<file path="src/rtl/irq_collector_pkg.sv">
package irq_collector_pkg;
  localparam int LVL_W   = 2;
  localparam int NUM_LVL = 1 << LVL_W;
  localparam int IDX_W   = 8;

  localparam logic [IDX_W-1:0] IDX_VEC  = 8'd0;
  localparam logic [IDX_W-1:0] IDX_ACK  = 8'd1;
  localparam logic [IDX_W-1:0] IDX_CFG  = 8'd2;
  localparam logic [IDX_W-1:0] IDX_STAT = 8'd3;
  localparam logic [IDX_W-1:0] IDX_RAW  = 8'd4;
  localparam logic [IDX_W-1:0] IDX_BASE = 8'd6;
  localparam logic [IDX_W-1:0] IDX_SLOT = 8'd8;

  typedef enum logic [1:0] {OP_PUT = 2'd0, OP_SET = 2'd1, OP_CLR = 2'd2, OP_FLIP = 2'd3} aliasOpE;

  typedef struct packed {
    logic             wrCfg;
    logic             wrBase;
    logic             wrSlot;
    logic             wrAck;
    logic             goSvc;
    logic             rdEn;
    logic             slotHit;
    aliasOpE          op;
    logic [IDX_W-1:0] regIdx;
  } strobeT;

  function automatic logic [31:0] applyAlias(aliasOpE op, logic [31:0] cur, logic [31:0] wd);
    case (op)
      OP_PUT:  return wd;
      OP_SET:  return cur | wd;
      OP_CLR:  return cur & ~wd;
      default: return cur ^ wd;
    endcase
  endfunction
endpackage

</file>
<file path="src/rtl/irq_collector_ctrl.sv">
module irq_collector_ctrl
  import irq_collector_pkg::*;
#(
  parameter int NUM_SRC = 64,
  parameter int ADDR_W  = 12
) (
  input  logic              clk,
  input  logic              rstN,
  input  logic [ADDR_W-1:2] busAddr,
  input  logic              busWe,
  input  logic              busRe,
  input  logic              cfgReadGo,
  output strobeT            strb
);
  localparam int NUM_SLOTREG = NUM_SRC / 4;
  localparam logic [IDX_W-1:0] SLOT_END = IDX_W'(int'(IDX_SLOT) + NUM_SLOTREG);

  logic [IDX_W-1:0] idx;
  logic rdOnly;

  always_comb begin
    idx    = IDX_W'(busAddr[ADDR_W-1:4]);
    rdOnly = busRe && !busWe;
    strb.regIdx  = idx;
    strb.op      = aliasOpE'(busAddr[3:2]);
    strb.slotHit = (idx >= IDX_SLOT) && (idx < SLOT_END);
    strb.wrCfg   = busWe && (idx == IDX_CFG);
    strb.wrBase  = busWe && (idx == IDX_BASE);
    strb.wrSlot  = busWe && strb.slotHit;
    strb.wrAck   = busWe && (idx == IDX_ACK);
    strb.goSvc   = (idx == IDX_VEC) && (cfgReadGo ? rdOnly : busWe);
    strb.rdEn    = rdOnly;
  end

  // a write lands on at most one storage target
  assert_single_target_R6: assert property (@(posedge clk) disable iff (!rstN)
    $onehot0({strb.wrCfg, strb.wrBase, strb.wrSlot, strb.wrAck}));

  // service entry by a read only happens in read-entry mode
  assert_read_entry_mode_R8: assert property (@(posedge clk) disable iff (!rstN)
    (strb.goSvc && busRe && !busWe) |-> cfgReadGo);
endmodule

</file>
<file path="src/rtl/irq_collector_dp.sv">
module irq_collector_dp
  import irq_collector_pkg::*;
#(
  parameter int NUM_SRC = 64
) (
  input  logic               clk,
  input  logic               rstN,
  input  strobeT             strb,
  input  logic [31:0]        wdata,
  input  logic [NUM_SRC-1:0] irqLines,
  output logic [31:0]        rdata,
  output logic               cpuIrq,
  output logic               cfgReadGo
);
  localparam int SRC_W      = $clog2(NUM_SRC);
  localparam int SEL_W      = SRC_W - 2;
  localparam int NUM_RAWREG = NUM_SRC / 32;

  logic [NUM_SRC-1:0][LVL_W-1:0] prioV;
  logic [NUM_SRC-1:0]            enV, softV, pend;
  logic                          cfgIrqEn, cfgNoNest;
  logic [29:0]                   baseHi;
  logic [NUM_LVL-1:0]            inSvc, lvlOk, ackMask, setMask;
  logic                          anySvc, found;
  logic [LVL_W-1:0]              topLvl, winLvl;
  logic [SRC_W-1:0]              winIdx;
  logic [SEL_W-1:0]              slotSel;
  logic [3:0]                    slotOldFld [4];
  logic [3:0]                    slotNewFld [4];
  logic [31:0]                   slotOld, vecAddr, rdNext;

  // slot access view
  always_comb begin
    slotSel = SEL_W'(strb.regIdx - IDX_SLOT);
    slotOld = '0;
    for (int k = 0; k < 4; k++) begin
      slotOldFld[k] = {1'b0, softV[{slotSel, 2'(k)}], enV[{slotSel, 2'(k)}], prioV[{slotSel, 2'(k)}]};
      slotNewFld[k] = 4'(applyAlias(strb.op, 32'(slotOldFld[k]), 32'(wdata[k*8 +: 4])));
      slotOld[k*8 +: 8] = {4'b0, slotOldFld[k]};
    end
  end

  // arbitration
  always_comb begin
    pend   = (irqLines | softV) & enV;
    anySvc = |inSvc;
    topLvl = '0;
    for (int l = 0; l < NUM_LVL; l++) if (inSvc[l]) topLvl = LVL_W'(l);
    for (int l = 0; l < NUM_LVL; l++)
      lvlOk[l] = cfgNoNest ? !anySvc : (!anySvc || (LVL_W'(l) > topLvl));
    found  = 1'b0;
    winIdx = '0;
    winLvl = '0;
    for (int n = NUM_SRC - 1; n >= 0; n--) begin
      if (pend[n] && lvlOk[prioV[n]] && (!found || prioV[n] >= winLvl)) begin
        found  = 1'b1;
        winIdx = SRC_W'(n);
        winLvl = prioV[n];
      end
    end
    cpuIrq  = cfgIrqEn && found;
    vecAddr = {baseHi + 30'(winIdx), 2'b00};
    ackMask = strb.wrAck ? wdata[NUM_LVL-1:0] : '0;
    setMask = (strb.goSvc && cpuIrq) ? (NUM_LVL'(1) << winLvl) : '0;
  end

  // read mux
  always_comb begin
    case (strb.regIdx)
      IDX_VEC:  rdNext = vecAddr;
      IDX_CFG:  rdNext = {29'b0, cfgReadGo, cfgNoNest, cfgIrqEn};
      IDX_STAT: rdNext = 32'(winIdx);
      IDX_BASE: rdNext = {baseHi, 2'b00};
      default:  rdNext = '0;
    endcase
    for (int r = 0; r < NUM_RAWREG; r++)
      if (strb.regIdx == IDX_W'(int'(IDX_RAW) + r)) rdNext = irqLines[r*32 +: 32];
    if (strb.slotHit) rdNext = slotOld;
  end

  always_ff @(posedge clk or negedge rstN) begin
    if (!rstN) begin
      prioV     <= '0;
      enV       <= '0;
      softV     <= '0;
      cfgIrqEn  <= 1'b0;
      cfgNoNest <= 1'b0;
      cfgReadGo <= 1'b0;
      baseHi    <= '0;
      inSvc     <= '0;
      rdata     <= '0;
    end else begin
      if (strb.wrCfg)
        {cfgReadGo, cfgNoNest, cfgIrqEn} <=
          3'(applyAlias(strb.op, {29'b0, cfgReadGo, cfgNoNest, cfgIrqEn}, wdata));
      if (strb.wrBase)
        baseHi <= 30'(applyAlias(strb.op, {baseHi, 2'b00}, wdata) >> 2);
      if (strb.wrSlot) begin
        for (int k = 0; k < 4; k++) begin
          prioV[{slotSel, 2'(k)}] <= slotNewFld[k][LVL_W-1:0];
          enV[{slotSel, 2'(k)}]   <= slotNewFld[k][2];
          softV[{slotSel, 2'(k)}] <= slotNewFld[k][3];
        end
      end
      inSvc <= (inSvc & ~ackMask) | setMask;
      if (strb.rdEn) rdata <= rdNext;
    end
  end

  // the source named to the CPU is really pending
  assert_winner_pending_R2: assert property (@(posedge clk) disable iff (!rstN)
    cpuIrq |-> pend[winIdx]);

  // service entry marks the winning level on the next cycle
  assert_entry_marks_level_R7: assert property (@(posedge clk) disable iff (!rstN)
    (strb.goSvc && cpuIrq) |=> inSvc[$past(winLvl)]);

  // nested requests sit strictly above the active level
  assert_nest_above_R9: assert property (@(posedge clk) disable iff (!rstN)
    (!cfgNoNest && cpuIrq && anySvc) |-> (winLvl > topLvl));

  // with nesting off, the CPU is only interrupted when idle
  assert_no_nest_idle_R10: assert property (@(posedge clk) disable iff (!rstN)
    (cfgNoNest && cpuIrq) |-> !anySvc);

  // acknowledged levels leave service
  assert_ack_clears_R11: assert property (@(posedge clk) disable iff (!rstN)
    strb.wrAck |=> ((inSvc & $past(wdata[NUM_LVL-1:0])) == '0));
endmodule

</file>
<file path="src/rtl/irq_collector.sv">
module irq_collector
  import irq_collector_pkg::*;
#(
  parameter int NUM_SRC = 64,
  parameter int ADDR_W  = 12
) (
  input  logic               clk,
  input  logic               rstN,
  input  logic [ADDR_W-1:2]  busAddr,
  input  logic               busWe,
  input  logic               busRe,
  input  logic [31:0]        busWdata,
  output logic [31:0]        busRdata,
  input  logic [NUM_SRC-1:0] irqLines,
  output logic               cpuIrq
);
  strobeT strb;
  logic   cfgReadGo;

  irq_collector_ctrl #(.NUM_SRC(NUM_SRC), .ADDR_W(ADDR_W)) uCtrl (
    .clk(clk), .rstN(rstN), .busAddr(busAddr), .busWe(busWe), .busRe(busRe),
    .cfgReadGo(cfgReadGo), .strb(strb)
  );

  irq_collector_dp #(.NUM_SRC(NUM_SRC)) uDp (
    .clk(clk), .rstN(rstN), .strb(strb), .wdata(busWdata), .irqLines(irqLines),
    .rdata(busRdata), .cpuIrq(cpuIrq), .cfgReadGo(cfgReadGo)
  );
endmodule

</file>
<file path="config.mk">
export PLATFORM = sky130hd
export DESIGN_NAME = irq_collector
export DESIGN_NICKNAME = d
export VERILOG_FILES = /design/src/rtl/irq_collector_pkg.sv /design/src/rtl/irq_collector_ctrl.sv /design/src/rtl/irq_collector_dp.sv /design/src/rtl/irq_collector.sv
export SDC_FILE = /design/constraint.sdc
export NUM_CORES = 1
export LEC_CHECK = 0
export BUFFER_PORTS_ARGS = -buffer_cell sky130_fd_sc_hd__buf_2
export CORE_MARGIN = 2
export CORE_UTILIZATION = 40
export CTS_CLUSTER_DIAMETER = 60
export DETAILED_ROUTE_END_ITERATION = 8
export PLACE_DENSITY = 0.57
export REMOVE_ABC_BUFFERS = 1
export SYNTH_ARGS = -nofsm -noshare
export SYNTH_HDL_FRONTEND = slang
export SYNTH_SLANG_ARGS = --single-unit
</file>
<file path="constraint.sdc">
create_clock -name clk -period 219.6 [get_ports clk]
set_input_delay 21.96 -clock clk [delete_from_list [all_inputs] [get_ports clk]]
set_output_delay 21.96 -clock clk [all_outputs]
set_load 0.03 [all_outputs]
</file>
==> results of run 1 <==
[cell type report]
type | instances | area, um^2 | share of cell area
antenna | 1 | 2.50 | 0.0000827
clock buffer | 61 | 1340 | 0.0444
clock inverter | 26 | 303 | 0.0100
inverter | 216 | 811 | 0.0268
multi-input combinational | 2565 | 17400 | 0.575
sequential | 325 | 8130 | 0.269
tap | 873 | 1090 | 0.0361
timing repair buffer | 200 | 1170 | 0.0386
[worst min-delay path by stage]
stage                        start             end  slack [ns]  depth (start not counted)
floorplan           uDp.baseHi[18]  uDp.baseHi[18]        0.49                          2
global placement      uDp.rdata[6]    uDp.rdata[6]        0.45                          2
CTS                   uDp.rdata[6]    uDp.rdata[6]        0.47                          2
finish               uDp.rdata[21]   uDp.rdata[21]        0.47                          2
global route         uDp.rdata[15]   uDp.rdata[15]        0.50                          1
detailed placement    uDp.rdata[6]    uDp.rdata[6]        0.46                          2
[worst reg2reg max path, delay by kind of cell (launching register included)]
kind / cells / cell delay, ns
compound gates: 154 / 36.19
simple gates: 146 / 24.12
fa+ha+maj: 77 / 21.35
mux: 20 / 7.26
buf+inv: 9 / 1.20
flops: 1 / 0.96
[cell families (layout without fill, tap and decap cells)]
kind of cell / count (synthesis) / in the layout / share of synthesized area
and+or+nand+nor: 1133 / 1133 / 0.198
AOI/OAI and AO/OA: 1095 / 1095 / 0.255
buffers and inverters: 413 / 503 / 0.0601
DFF: 325 / 325 / 0.301
adders and majority gates: 187 / 187 / 0.0858
muxes: 138 / 138 / 0.0955
xor gates and xnor gates: 12 / 12 / 0.00389
other: 0 / 1 / 0
[flip-flops by register name (all words and copies together), names as in the netlist]
name	cells
uDp.cfgIrqEn	1
uDp.enV	64
uDp.cfgNoNest	1
uDp.inSvc	4
uDp.cfgReadGo	1
uDp.prioV	128
uDp.softV	64
uDp.baseHi	30
uDp.rdata	32
[cell usage after synthesis, drive strengths merged, types with 8 or more instances]
cell and n:
a21boi 9, nor3 73, o211a 8, o311ai 8, and2 26, o211ai 43, nor3b 10, o221a 9
mux2i 25, a211oi 54, ha 173, or3 23, or4 8, a41oi 8, a31o 8, nand4 22
dfrtp 325, a211o 12, clkbuf 155, nand2b 78, o21ai 259, mux2 21, maj3 13, buf 42
a22oi 23, a31oi 27, mux4 92, o31ai 17, a21o 17, o22ai 22, nand3 46, o21a 29
a222oi 10, a221oi 13, or2 19, nor2 480, o41ai 12, inv 216, a21oi 416, nand2 240
and3 23, a2111oi 15, xnor2 10, nor4 20, nor2b 37
[through the flow]
step / cells / utilization / hold WS (ns)
floorplan: 3106 / - / 0.491
global placement: 4179 / 0.427 / 0.453
detailed placement: 4179 / 0.427 / 0.456
CTS: 4266 / 0.451 / 0.470
global route: 4266 / 0.451 / 0.502
finish: 4267 / 0.451 / 0.474
[layer usage]
layer  up-vias  track usage
met2      1318        0.476
met1     12799        0.425
met3       233       0.0543
li1      12137            -
met5         -            0
met4         6        0.130
[placed cells by master (no fill, tap or decap), types with 25 or more instances in the layout]
cell       netlist  layout
nor2_1         480     468
nand3_1         44      44
o211ai_1        42      42
dfrtp_1        325     324
inv_1          216     216
and2_1          25      25
clkbuf_16        0      50
buf_2           14     137
a211oi_1        54      54
a31oi_1         27      27
mux4_2          92      92
buf_4            5      62
mux2i_1         25      25
o21a_1          29      29
o21ai_0        244     244
nand2b_1        78      77
nand2_1        239     238
a21oi_1        413     404
nor2b_1         37      36
ha_1           173     173
nor3_1          70      66
[report_power, final]
group          switching (W)  internal [W]
registers         0.00000737     0.0000648
clock network      0.0000325     0.0000486
logic              0.0000256     0.0000155
==> run metrics, run 1 <==
router iterations before antenna repair=6; Primary FF master, synth=dfrtp_1; pwr/cell area=6.43 nW/um^2; Wirelength per Cell=25.5 um; Synth area leader=dfrtp_1; Yosys reg bits=325; clk_skew=0.0277 ns; RSZ-0062 raised after global routing=false; buffers added on ports=142; Worst EP required=220.04 ns; mapped cell area=approximately 27000 um^2; final setup fails=0; Fin Setup TNS=0 ns; Worst-Skew Late Latency=between 0.6 and 0.7 ns; antenna violations before repair=6; Worst setup EP type=flip-flop; largest net degree at the start of global routing=85; status=finished clean; Die Ht=roughly 260 um; first-pass GRT wire length=around 160 mm; gr ovfl total=0; nets@finish=3640; main area contributors after synthesis=dfrtp_1 30%, ha_1 8.0%, mux4_2 7.7%; Worst Path Buf+Inv=9; LEAKAGE=between 10 and 15 nW; Layout fillers=~6700; Mapped Cells=3303; CP peak stage delay=0.68 ns; Worst Path Arrival=111.80 ns; Worst setup SP type=input pin; RePlAce Congestion=0.969; Root Driver=clkbuf_16; Clock Sinks=325; Final Power=a little under 0.0002 W; post-route ant nets=0; fin crit period=111.37 ns; number of global-route vias before repair=between 20000 and 25000; fin worst setup slack=108.23 ns; Max Cap Viol=0; reg2reg start=uDp.inSvc[3]; initial drt markers=3138; Worst R2R Setup Slack=128.30 ns; dpl hpwl=81.2 mm; H-tree lvl count=2; hold_buf cts=0; CP delay by family, top=compound AO/OA/AOI/OAI gates; post-CTS setup buffers=0; Fmax=8.98 MHz; final instance area=30200 um^2; clk slew on worst S/H paths=~0.05 ns; Post-synth EDFFs=0; Ports=143; via/cell ratio=6.21; share of cells above drive strength 1=0.146; sequential fraction of the synthesis area=0.301; critical path's slowest cell=a2111oi_0; R2R cell count=406; DR top layer=met5; Synth top area share=0.301; Rows=95; pre-CTS WS=109.09 ns; WL final=between 100 and 150 mm; synth-to-layout area growth=12.0%; crit-path max FO=15; Worst Hold Class=flip-flop to flip-flop; worst setup path end=uDp.rdata[24]; Async S/R FF share, synth=1.00; CTS tree=yes; GRT Overall Usage=0.308; Die Area=~70000 um^2; WL met3=10.4 mm; Max VDD drop=0.00582 mV; fin. max-slew vios=0; DRC=0; chip width=264 um; Starting Density=0.403; final hold vios=0; CTS resizes=0; cell repeated most along the worst path=ha_1; CP Depth=406; Num CTS Buffers=48; Relative slew margins=0.196; crit share post-route=0.507; Setup CP Type=input pin to flip-flop; Ys Warns=0; Reg-to-Reg End=uDp.rdata[24]; count of cell types in the netlist=111; maximum clock path buffer count=3; Area after DPL=28600 um^2; actual slew at the worst max-slew pin=about 1.2 ns; met2 WL=47.8 mm; Critical path origin=irqLines[63]; core outline area=~67000 um^2; Synth Area per Inst=8.17 um^2; via count=26493; wl on met1=between 40 and 50 mm
No activity file was read; power rests on OpenSTA's default activity.
==> run 2: changes to the inputs <==
- clock period: 219.6 -> 111.3 ns (I/O delays scaled with it)
==> run 2 against run 1 <==
  * Final cell count about the same
  * Non-clock buffer count increased by 2
  * Worst hold slack got worse by 0.0025 ns
  * Clock-buffer cell count increased by 1
  * Critical path type unchanged
==> run metrics, run 2 (synthesis gave the netlist of run 1 again) <==
CTS resizes=0 (unchanged); biggest regs=uDp.prioV: 128 flops, uDp.enV: 64 flops, uDp.softV: 64 flops (unchanged); via count=26617 (was 26493); Die Area=69600 um^2 (unchanged); fin crit period=100.61 ns; dpl hpwl=81.4 mm (was 81.2 mm); buffers added on ports=142 (unchanged); maximum clock path buffer count=3 (unchanged); Worst-Skew Late Latency=0.61 ns (about the same); most frequent cells in the layout=468 x nor2_1, 404 x a21oi_1, 324 x dfrtp_1 (unchanged); Clock Sinks=325 (unchanged); Max VDD drop=0.0103 mV (was 0.00582 mV); initial drt markers=2913 (was 3138); post-CTS setup buffers=0 (unchanged); Worst Hold Class=flip-flop to flip-flop (unchanged); Num CTS Buffers=47 (was 48); max reg flops=128 (unchanged); nets@finish=3641 (was 3640); crit-path max FO=15 (unchanged); router iterations before antenna repair=6 (unchanged); Relative slew margins=0.225 (was 0.196); Critical path origin=irqLines[63] (unchanged); Wirelength per Cell=25.6 um (was 25.5 um); Worst setup SP type=input pin (unchanged); CTS tree=yes (unchanged); Starting Density=0.403 (unchanged); synth-to-layout area growth=12.0% (about the same); Reg-to-Reg End=uDp.rdata[28] (was uDp.rdata[24]); Fmax=~10 MHz; worst setup path end=uDp.rdata[28] (was uDp.rdata[24]); number of global-route vias before repair=24095 (was 24324); fin. max-slew vios=0 (unchanged); final setup fails=0 (unchanged); reg2reg start=uDp.inSvc[1] (was uDp.inSvc[3]); fin worst setup slack=10.69 ns (was 108.23 ns); crit share post-route=0.904; H-tree lvl count=2 (unchanged); pwr/cell area=12.6 nW/um^2 (was 6.43 nW/um^2); hold_buf cts=0 (unchanged); Final Core Density=0.451 (about the same); core outline area=67000 um^2 (unchanged); GRT Overall Usage=0.309 (was 0.308); Layout fillers=6680 (was 6656); Worst EP required=111.78 ns (was 220.04 ns); critical path's slowest cell=a2111oi_0 (unchanged); gr ovfl total=0 (unchanged); Hold Crit Depth=2 (unchanged); R2R cell count=403 (was 406); LEAKAGE=13.2 nW (about the same); actual slew at the worst max-slew pin=1.16 ns (was 1.19 ns); clk_skew=0.0346 ns (was 0.0277 ns); post-route ant nets=0 (unchanged); Max Cap Viol=0 (unchanged); first-pass GRT wire length=162 mm (about the same); Top reg by flops=uDp.prioV (unchanged); Final Power=0.000381 W (was 0.000194 W); commonest non-fill, non-tap cell in the layout=nor2_1 (unchanged); Worst setup EP type=flip-flop (unchanged); via/cell ratio=6.23 (was 6.21); chip width=264 um (unchanged); CP peak stage delay=0.88 ns (was 0.68 ns); RePlAce Congestion=0.961 (was 0.969); Fin Setup TNS=0 ns (unchanged); Rows=95 (unchanged); antenna violations before repair=11 (was 6); Worst R2R Setup Slack=19.94 ns (was 128.30 ns); share of cells above drive strength 1=0.146 (about the same); cell repeated most along the worst path=ha_1 (unchanged); Root Driver=clkbuf_16 (unchanged); clk slew on worst S/H paths=0.06 ns (was 0.05 ns); pre-CTS WS=11.67 ns (was 109.09 ns); WL final=109 mm (about the same); Setup CP Type=input pin to flip-flop (unchanged); Worst Path Arrival=101.09 ns (was 111.80 ns); RSZ-0062 raised after global routing=false (unchanged); Ports=143 (unchanged); Die Ht=264 um (unchanged); status=finished clean (unchanged); largest net degree at the start of global routing=90 (was 85); final hold vios=0 (unchanged); DRC=0 (unchanged)
run 2: how the worst min path moves through the flow:
stage | slack [ns] | to | start
floorplan | 0.49 | uDp.baseHi[18] | uDp.baseHi[18]
global placement | 0.46 | uDp.rdata[15] | uDp.rdata[15]
detailed placement | 0.47 | uDp.rdata[21] | uDp.rdata[21]
CTS | 0.48 | uDp.rdata[21] | uDp.rdata[21]
global route | 0.51 | uDp.rdata[20] | uDp.rdata[20]
finish | 0.47 | uDp.rdata[21] | uDp.rdata[21]
run 2: power by group:
group / internal [W] / switching (W) / total [W] / leakage (nW)
logic: 0.0000306 / 0.0000511 / 0.0000817 / 8.09
registers: 0.000128 / 0.0000145 / 0.000142 / 4.33
clock network: 0.0000938 / 0.0000636 / 0.000157 / 0.795
run 2: metrics by stage:
step           instances  hold WS [ns]  instance area, um^2
4_1_cts             4267         0.479                30200
6_report            4270         0.472                30200
3_3_place_gp        4181         0.457                28600
3_5_place_dp        4181         0.467                28600
5_1_grt             4267         0.511                30200
2_1_floorplan       3106         0.491                26200
run 2: final cells by class:
type                       instances  area, um^2  area share
antenna                            3        7.51    0.000248
multi-input combinational       2565       17400       0.575
timing repair buffer             202        1180      0.0391
tap                              873        1090      0.0361
inverter                         216         811      0.0268
sequential                       325        8130       0.269
clock buffer                      62        1310      0.0434
clock inverter                    24         297     0.00981
run 2: critical path, delay by kind of cell:
family	cells	cell delay, ns
XOR/XNOR	1	0.17
buffers and inverters	9	0.84
AND/OR/NAND/NOR	146	24.45
AO/OA/AOI/OAI	150	36.00
adder cells (fa/ha/maj)	77	21.30
multiplexers	20	7.18
run 2: per-layer routing:
layer / global-route usage / vias up / wire length (um)
met1: 0.420 / 12871 / 45000
met3: 0.0624 / 239 / 10900
met4: 0.131 / 12 / 5290
li1: - / 12142 / -
met2: 0.478 / 1353 / 48200
met5: 0 / - / 76
